<file path="config.mk">
export PLATFORM = sky130hd
export DESIGN_NAME = keyreg_ram
export DESIGN_NICKNAME = d
export VERILOG_FILES = /design/src/rtl/keyreg_pkg.sv /design/src/rtl/key_detect.sv /design/src/rtl/write_pipe.sv /design/src/rtl/reg_store.sv /design/src/rtl/keyreg_ram.sv
export SDC_FILE = /design/constraint.sdc
export NUM_CORES = 2
export LEC_CHECK = 0
export ABC_AREA = 0
export BUFFER_PORTS_ARGS = -buffer_cell sky130_fd_sc_hd__buf_2
export CORE_UTILIZATION = 40
export DETAILED_ROUTE_END_ITERATION = 6
export PLACE_DENSITY_LB_ADDON = 0.05
export SYNTH_ARGS = -nofsm -noshare
export SYNTH_HDL_FRONTEND = slang
export SYNTH_SLANG_ARGS = --single-unit
</file>
<file path="constraint.sdc">
create_clock -name clk -period 4.8 [get_ports clk]
set_input_delay 0.72 -clock clk [delete_from_list [all_inputs] [get_ports clk]]
set_output_delay 0.72 -clock clk [all_outputs]
set_load 0.02 [all_outputs]
</file>
<file path="src/rtl/keyreg_pkg.sv">
package keyreg_pkg;
    typedef enum logic [0:0] {
        KEY_IDLE  = 1'b0,
        KEY_ARMED = 1'b1
    } key_state_e;
endpackage

</file>
<file path="src/rtl/key_detect.sv">
module key_detect
    import keyreg_pkg::*;
#(
    parameter int              ADDR_W    = 16,
    parameter logic [ADDR_W-1:0] KEY_ADDR  = 16'hE7FE,
    parameter logic [ADDR_W-1:0] CTRL_ADDR = 16'hE7E3,
    parameter logic [7:0]      KEY_CODE  = 8'hAD,
    parameter logic [7:0]      ON_CODE   = 8'h80,
    parameter logic [7:0]      OFF_CODE  = 8'h00
) (
    input  logic              clk,
    input  logic              rst_n,
    input  logic              we,
    input  logic [ADDR_W-1:0] addr,
    input  logic [7:0]        wbyte,
    output logic              lock
);
    key_state_e state, state_nxt;
    logic       key_hit;
    logic       ctrl_hit;

    assign key_hit  = (addr == KEY_ADDR) && (wbyte == KEY_CODE);
    assign ctrl_hit = (addr == CTRL_ADDR);

    always_comb begin
        state_nxt = state;
        unique case (state)
            KEY_IDLE:  if (we && key_hit) state_nxt = KEY_ARMED;
            KEY_ARMED: if (we) state_nxt = key_hit ? KEY_ARMED : KEY_IDLE;
            default:   state_nxt = KEY_IDLE;
        endcase
    end

    always_ff @(posedge clk) begin
        if (!rst_n) state <= KEY_IDLE;
        else        state <= state_nxt;
    end

    always_ff @(posedge clk) begin
        if (!rst_n) begin
            lock <= 1'b0;
        end else if (state == KEY_ARMED && we && ctrl_hit) begin
            if (wbyte == ON_CODE)       lock <= 1'b1;
            else if (wbyte == OFF_CODE) lock <= 1'b0;
        end
    end


    lock_set_chk: assert property (@(posedge clk) disable iff (!rst_n)
        (state == KEY_ARMED && we && ctrl_hit && wbyte == ON_CODE) |=> lock);

    lock_clr_chk: assert property (@(posedge clk) disable iff (!rst_n)
        (state == KEY_ARMED && we && ctrl_hit && wbyte == OFF_CODE) |=> !lock);

    idle_hold_chk: assert property (@(posedge clk) disable iff (!rst_n)
        (state == KEY_IDLE) |=> $stable(lock));

    bad_code_chk: assert property (@(posedge clk) disable iff (!rst_n)
        (we && ctrl_hit && wbyte != ON_CODE && wbyte != OFF_CODE)
        |=> ($stable(lock) && state == KEY_IDLE));
endmodule

</file>
<file path="src/rtl/write_pipe.sv">
module write_pipe #(
    parameter int IDX_W  = 6,
    parameter int DATA_W = 28,
    parameter int STAGES = 2
) (
    input  logic              clk,
    input  logic              rst_n,
    input  logic              push,
    input  logic [IDX_W-1:0]  push_idx,
    input  logic [DATA_W-1:0] push_data,
    output logic              commit,
    output logic [IDX_W-1:0]  commit_idx,
    output logic [DATA_W-1:0] commit_data
);
    logic              vld [STAGES];
    logic [IDX_W-1:0]  idx [STAGES];
    logic [DATA_W-1:0] dat [STAGES];

    always_ff @(posedge clk) begin
        if (!rst_n) begin
            vld[0] <= 1'b0;
            idx[0] <= '0;
            dat[0] <= '0;
        end else if (push) begin
            vld[0] <= 1'b1;
            idx[0] <= push_idx;
            dat[0] <= push_data;
        end
    end

    for (genvar s = 1; s < STAGES; s++) begin : g_stage
        always_ff @(posedge clk) begin
            if (!rst_n) begin
                vld[s] <= 1'b0;
                idx[s] <= '0;
                dat[s] <= '0;
            end else if (push) begin
                vld[s] <= vld[s-1];
                idx[s] <= idx[s-1];
                dat[s] <= dat[s-1];
            end
        end
    end

    assign commit      = push && vld[STAGES-1];
    assign commit_idx  = idx[STAGES-1];
    assign commit_data = dat[STAGES-1];


    head_load_chk: assert property (@(posedge clk) disable iff (!rst_n)
        push |=> (vld[0] && idx[0] == $past(push_idx) && dat[0] == $past(push_data)));

    hold_chk: assert property (@(posedge clk) disable iff (!rst_n)
        !push |=> ($stable(vld[STAGES-1]) && $stable(dat[STAGES-1]) && $stable(idx[STAGES-1])));
endmodule

</file>
<file path="src/rtl/reg_store.sv">
module reg_store #(
    parameter int DEPTH  = 63,
    parameter int IDX_W  = 6,
    parameter int DATA_W = 28
) (
    input  logic              clk,
    input  logic              rst_n,
    input  logic              we,
    input  logic [IDX_W-1:0]  widx,
    input  logic [DATA_W-1:0] wdata,
    input  logic              re,
    input  logic              rhit,
    input  logic [IDX_W-1:0]  ridx,
    output logic [DATA_W-1:0] rdata
);
    logic [DATA_W-1:0] mem [DEPTH];

    always_ff @(posedge clk) begin
        if (!rst_n) begin
            for (int i = 0; i < DEPTH; i++) mem[i] <= '0;
        end else if (we) begin
            mem[widx] <= wdata;
        end
    end

    always_ff @(posedge clk) begin
        if (!rst_n)  rdata <= '0;
        else if (re) rdata <= rhit ? mem[ridx] : '0;
    end


    rd_hold_chk: assert property (@(posedge clk) disable iff (!rst_n)
        !re |=> $stable(rdata));
endmodule

</file>
<file path="src/rtl/keyreg_ram.sv">
module keyreg_ram #(
    parameter int                ADDR_W    = 16,
    parameter int                DATA_W    = 28,
    parameter logic [ADDR_W-1:0] WIN_BASE  = 16'h4380,
    parameter logic [ADDR_W-1:0] WIN_LAST  = 16'h43BE,
    parameter logic [ADDR_W-1:0] KEY_ADDR  = 16'hE7FE,
    parameter logic [ADDR_W-1:0] CTRL_ADDR = 16'hE7E3
) (
    input  logic              clk,
    input  logic              rst_n,
    input  logic [ADDR_W-1:0] bus_addr,
    input  logic [DATA_W-1:0] bus_wdata,
    input  logic              wr_en,
    input  logic              rd_en,
    output logic [DATA_W-1:0] rd_data,
    output logic              lock_on
);
    localparam int DEPTH = int'(WIN_LAST) - int'(WIN_BASE) + 1;
    localparam int IDX_W = $clog2(DEPTH);

    logic [ADDR_W-1:0] offset;
    logic              win_hit;
    logic [IDX_W-1:0]  win_idx;
    logic              accept;
    logic              cm_en;
    logic [IDX_W-1:0]  cm_idx;
    logic [DATA_W-1:0] cm_data;

    assign offset  = bus_addr - WIN_BASE;
    assign win_hit = (offset < ADDR_W'(DEPTH));
    assign win_idx = offset[IDX_W-1:0];
    assign accept  = wr_en && win_hit && !lock_on;

    key_detect #(
        .ADDR_W(ADDR_W), .KEY_ADDR(KEY_ADDR), .CTRL_ADDR(CTRL_ADDR)
    ) u_key (
        .clk(clk), .rst_n(rst_n), .we(wr_en), .addr(bus_addr),
        .wbyte(bus_wdata[7:0]), .lock(lock_on)
    );

    write_pipe #(.IDX_W(IDX_W), .DATA_W(DATA_W), .STAGES(2)) u_pipe (
        .clk(clk), .rst_n(rst_n), .push(accept), .push_idx(win_idx),
        .push_data(bus_wdata), .commit(cm_en), .commit_idx(cm_idx),
        .commit_data(cm_data)
    );

    reg_store #(.DEPTH(DEPTH), .IDX_W(IDX_W), .DATA_W(DATA_W)) u_store (
        .clk(clk), .rst_n(rst_n), .we(cm_en), .widx(cm_idx), .wdata(cm_data),
        .re(rd_en), .rhit(win_hit), .ridx(win_idx), .rdata(rd_data)
    );


    out_win_rd_chk: assert property (@(posedge clk) disable iff (!rst_n)
        (rd_en && !win_hit) |=> (rd_data == '0));

    locked_no_commit_chk: assert property (@(posedge clk) disable iff (!rst_n)
        (wr_en && lock_on) |-> !cm_en);
endmodule

</file>
## Yosys cells after proc, flatten, opt, wreduce, memory -nomap -nowiden

Memory sizes are Yosys's and may differ from the RTL's.
Cells that the tools add are included.

| cells by class | value |
|---|---|
| add/sub/neg operators | 1 |
| multiply operators | 0 |
| div/mod/pow operators | 0 |
| $lt $le $gt $ge | 1 |
| equal/unequal tests | 4 |
| shift operators | 0 |
| multiplexer cells | 23 |
| bitwise logic cells | 7 |
| reduce and logical (&&, ||, !) cells | 12 |

Operator list:

| cell | count |
|---|---|
| $mux 28 | 4 |
| $eq 16x16->1 const B | 2 |
| $reduce_or 28->1 | 1 |
| $mux 6 | 3 |
| $eq 8x8->1 const B | 2 |
| $lt 16x6->1 const B | 1 |
| $sub 16x15->16 const B | 1 |
| $mux 1 | 15 |
| $logic_not 8->1 | 1 |
| $logic_and 1x1->1 | 7 |
| $or 1x1->1 | 6 |
| $pmux 1 s2 | 1 |
| $reduce_and 2->1 | 1 |
| $reduce_bool 2->1 | 1 |
| $logic_not 1->1 | 1 |
| $not 1->1 | 1 |

| word-level totals | value |
|---|---|
| register bits after elaboration | 30 |
| bits in latches | 0 |
| bits in writable memories | 1834 |
| memory bits (read-only) | 0 |
| input bits | 48 |
| output and inout bits | 29 |
| word-level logic and storage cells | 55 |
| memories | 4 |

Memories:

| memory | depth | bits a word | rd ports | clocked after Yosys merged registers in | wr ports | line | text |
|---|---|---|---|---|---|---|---|
| u_store.mem | 63 | 28 | 1 | 0 | 63 | reg_store.sv:16 | `logic [DATA_W-1:0] mem [DEPTH];` |
| u_pipe.dat | 2 | 28 | 2 | 0 | 2 | write_pipe.sv:17 | `logic [DATA_W-1:0] dat [STAGES];` |
| u_pipe.idx | 2 | 6 | 2 | 0 | 2 | write_pipe.sv:16 | `logic [IDX_W-1:0] idx [STAGES];` |
| u_pipe.vld | 2 | 1 | 2 | 0 | 2 | write_pipe.sv:15 | `logic vld [STAGES];` |

## Longest topological paths before layout

| depth | value |
|---|---|
| depth after elaboration | 10 |
| depth in mapped cells | 13 |
| mapped depth without buffers | 7 |

## Hierarchy

From an unflattened synthesis, not the netlist that was laid out.

| unflattened totals | value |
|---|---|
| cell total of the unflattened synthesis | 5356 |
| area, all modules | 85246.8 sq um |

Modules (own cells, without submodules):

| module | instances | cells each | area each (sq um) | sequential area each (sq um) |
|---|---|---|---|---|
| reg_store | 1 | 5163 | 82272.7 | 54372.1 |
| write_pipe | 1 | 158 | 2663.8 | 2092.0 |
| key_detect | 1 | 21 | 196.4 | 40.0 |
| keyreg_ram | 1 | 14 | 113.9 | 0.0 |

## Worst setup path before layout

OpenSTA, ideal clock, no wires.

| timing path | value |
|---|---|
| kind | input to register |
| start point | in bus_addr[7] |
| end point | mem u_store.mem[52][0] (enable) |
| library setup time | 0.452 ns |
| data arrival time | 4.405 ns |
| required time | 4.348 ns |
| setup slack | -0.058 ns |
| stages on the path | 11 |
| path buffers | 4 |
| cells stage by stage | ha_1 > xor2_1 > nor4b_1 > and3_1 > buf_4 > nand2_2 > buf_6 > or3_1 > buf_2 > buf_2 > o21ai_0 |

RTL lines:

| element | line | text |
|---|---|---|
| from (decl) | keyreg_ram.sv:11 | `input logic [ADDR_W-1:0] bus_addr,` |
| to (decl) | reg_store.sv:16 |  |

==> run summary <==
The buffer and inverter count on the worst path is 4, and the global-route wire length before repair is 398000 µm. Most frequently used flop master after synthesis: sky130_fd_sc_hd__edfxtp_1. TritonCTS built the clock tree. Among the stages of the critical path, the cell type that occurs most often is sky130_fd_sc_hd__buf_4.

Setup clock skew after layout: 21.1 ps. The logs give 860 ps for the clock latency on the worst-skew pair and 0.209 mm² for the area enclosed by the die boundary. The start-to-end type of the worst setup path is in -> reg. In this design, the stage delay of the slowest critical-path cell is 660 ps. Total leakage power: 31.9 nW. The clock tree synthesis step divided the H-tree into 4 levels. Data on the critical path is required at its endpoint by 5350 ps. For the number of max-cap violations, the log shows 0. The number of optimization iterations in the first detailed-route pass is 5. The Yosys step of the flow raised 0 warnings.

The placement row count is 166, and the fraction of final layout cells with drive strength greater than 1 is 0.214. The overall track demand over capacity in global routing was 0.274; the core region area was 0.205 mm². The post-synthesis net count was 5574. The number of top-level design ports is 77, and the worst slack on hold paths is 150 ps. The synthesized netlist occupies a cell area of 0.0828 mm². Data on the critical path arrives at its endpoint at 4070 ps. The run gives 0.403 as the starting density of the core.

The tools report the startpoint class of the critical path as an input port. By area the synthesized netlist is led by sky130_fd_sc_hd__edfxtp_1, sky130_fd_sc_hd__mux4_2, sky130_fd_sc_hd__nor2_1. At the end of routability-driven placement, the weighted congestion stood at 0.834. Area growth from synthesis to layout: 14.1%. After synthesis, the most frequently instantiated cells are sky130_fd_sc_hd__edfxtp_1, sky130_fd_sc_hd__nor2_1, sky130_fd_sc_hd__and2_1, sky130_fd_sc_hd__mux4_2, sky130_fd_sc_hd__nand2_1. Number of hold-slack violations in the final timing report: 0. The share of Yosys cell area claimed by the top area cell type was 0.675; the maximum operating frequency was 0.284 GHz. Walking the worst path, the cells encountered are buf_2 -> ha_1 -> xor2_1 -> nor4b_1 -> buf_4 -> and3_1 -> nand2_2 -> buf_4 -> nor4_2 -> nand2b_2 -> buf_12. By instance count, the leading cell after synthesis is sky130_fd_sc_hd__edfxtp_1. The kind of path behind the tightest hold check is in -> reg. The shortest clock period the worst path allows after layout was 3520 ps. Power spread over the standard cell area amounts to 389 mW/mm². Share of synthesized flip-flops with an asynchronous set or reset: 0. The flow ran to the end, and the final reports show no timing, DRC or antenna violations. The die outline width is 457 µm, and the routed wire length per instance is 33.6 µm.

The period utilization works out to 0.733. The count of input and output buffers was 76; the post-detailed-placement cell area was 0.0879 mm². For this design, the slowest cell found on the critical path is sky130_fd_sc_hd__nor4b_1. With fillers left out, the area of the finished cells amounts to 0.0945 mm². The floorplan step set the die height to 457 µm.

The worst register-to-register path has a setup slack of 1600 ps. The number of buffers created by CTS was 208; the number of flops mapped to enable cells by yosys was 1861. After detailed routing, the total wire length is 287000 µm. The number of vias after detailed routing is 49006.

Number of cells after detailed placement: 8134. Entering global routing, the biggest net connects 75 pins. Global routing finished with a remaining overflow of 0. Buffers inserted during post-CTS setup optimization: 0. For the number of gates resized after cts, the log shows 0.

The tools report the kind of capture point of the worst setup path as a flip-flop. Setup violations remaining at the end of the flow were counted as 0. The run gives 35 as the number of antenna violations at the first check in global routing. The actual transition at the worst max-transition pin works out to 1220 ps. The worst relative slew slack is 0.188, and the cell count after synthesis is 5525. The number of distinct standard cells referenced by the synthesized netlist was 59; the count of state elements after synthesis was 1892. The critical path's top delay family was simple AND/OR/NAND/NOR gates. Along the worst path, the maximum fanout reaches 15. For this run, design rule violations remaining after detail routing come to 0.

The run gives 5705 as the number of nets in the final layout. The worst-case IR drop observed on VDD is 0.000377 V. The synthesized design spends more area on one cell type than any other, namely sky130_fd_sc_hd__edfxtp_1. The via count of the first global-routing pass came out at 48969.

Using the TritonRoute via totals, the vias-per-cell ratio works out to 5.74. In this run the deepest clock path goes through 3 buffers. The HPWL after detailed placement is 175000 µm. The synthesized area divided by synthesized cell count came out at 15.0 µm². Setup repair after global routing left no endpoint under its margin. Buffer cell driving the clock tree root: sky130_fd_sc_hd__clkbuf_16. The count of cells in the finished layout, fillers not included, comes to 8533. The residual antenna-violating net count after detailed routing is 0, and the CTS sink count is 1892.

Clock slew at the register clock pins of the worst setup and hold paths: 60 ps. Hold buffer count at cts: 0. For the initial DRC count, the log shows 5665. The run gives 0.683 as the share of synthesized area occupied by flip-flops and latches. The run gives 18070 as the fill cell total of the finished layout. Count of final max-slew check failures: 0.
## final timing paths
kind | from | end | cells after the start
worst max register to register | u_key.lock | u_store.mem[50][1] | 7
worst max-delay path | bus_addr[7] | u_store.mem[34][7] | 11
worst min register to register | u_store.rdata[14] | u_store.rdata[14] | 2
worst min-delay path | bus_wdata[25] | u_pipe.dat[0][25] | 2
## state kept, by name (all words and copies together), names as in the netlist, named ones only
register / cells
u_pipe.idx: 12
u_store.mem: 1792
u_pipe.vld: 2
u_store.rdata: 28
u_key.lock: 1
u_pipe.dat: 56
## layout make-up
cell class	count	area (µm²)	share of cell area
clock inverters	101	753	0.00797
flip-flops and latches	1892	56500	0.598
multi-input cells	3150	24600	0.261
well taps	2688	3360	0.0356
clock buffers	282	5730	0.0606
diodes	16	40.0	0.000424
inverters	4	15.0	0.000159
repair buffers	400	3450	0.0365
## cell families (layout without fill, tap and decap cells)
| logic type | after synthesis | after routing | share of synthesized area |
|---|---|---|---|
| compound gates | 329 | 329 | 0.0270 |
| xor+xnor | 1 | 1 | 0.000106 |
| fa+ha+maj | 1 | 1 | 0.000151 |
| buf+inv | 483 | 787 | 0.0297 |
| flops | 1892 | 1892 | 0.683 |
| mux | 552 | 552 | 0.133 |
| other cells | 0 | 16 | 0 |
| simple gates | 2267 | 2267 | 0.128 |
## where the power goes
part | internal (mW) | switching, mW
registers | 18.6 | 0.153
logic | 0.847 | 1.61
clock network | 8.79 | 6.74
## metrics by stage
| stage | total power [mW] | setup TNS [ps] | setup slack, ps | util |
|---|---|---|---|---|
| final | 36.8 | 0 | 1280 | 0.460 |
| after CTS | 37.0 | 0 | 1390 | 0.460 |
| after detailed placement | 21.6 | 0 | 494 | 0.429 |
| after global placement | 21.6 | 0 | 440 | 0.429 |
| after global routing | 37.7 | 0 | 1300 | 0.460 |
| after floorplan | 20.3 | -11510 | -57.6 | - |
## cell usage in the layout, fill, tap and decap left out, types with 19 or more instances in the layout
cell	count
sky130_fd_sc_hd__edfxtp_1	1861
sky130_fd_sc_hd__nor2_1	1169
sky130_fd_sc_hd__and2_1	687
sky130_fd_sc_hd__mux4_2	433
sky130_fd_sc_hd__buf_4	277
sky130_fd_sc_hd__nand2_1	260
sky130_fd_sc_hd__clkbuf_16	213
sky130_fd_sc_hd__mux2i_1	89
sky130_fd_sc_hd__o22ai_1	85
sky130_fd_sc_hd__buf_2	71
sky130_fd_sc_hd__o21ai_4	55
sky130_fd_sc_hd__clkbuf_1	55
sky130_fd_sc_hd__clkinv_1	54
sky130_fd_sc_hd__buf_12	48
sky130_fd_sc_hd__a211oi_1	41
sky130_fd_sc_hd__nor2b_1	36
sky130_fd_sc_hd__dfxtp_1	31
sky130_fd_sc_hd__mux2_2	30
sky130_fd_sc_hd__clkinv_2	28
sky130_fd_sc_hd__a21oi_1	25
sky130_fd_sc_hd__a22oi_1	19
## routing by layer
metal / track usage / part of all wire / up-vias
met3: 0.0369 / 0.058 / 369
li1: - / - / 20755
met5: 0 / 0 / -
met1: 0.376 / 0.42 / 26141
met2: 0.443 / 0.48 / 1741
met4: 0.102 / 0.039 / 0
(Power assumes the default switching activity.)
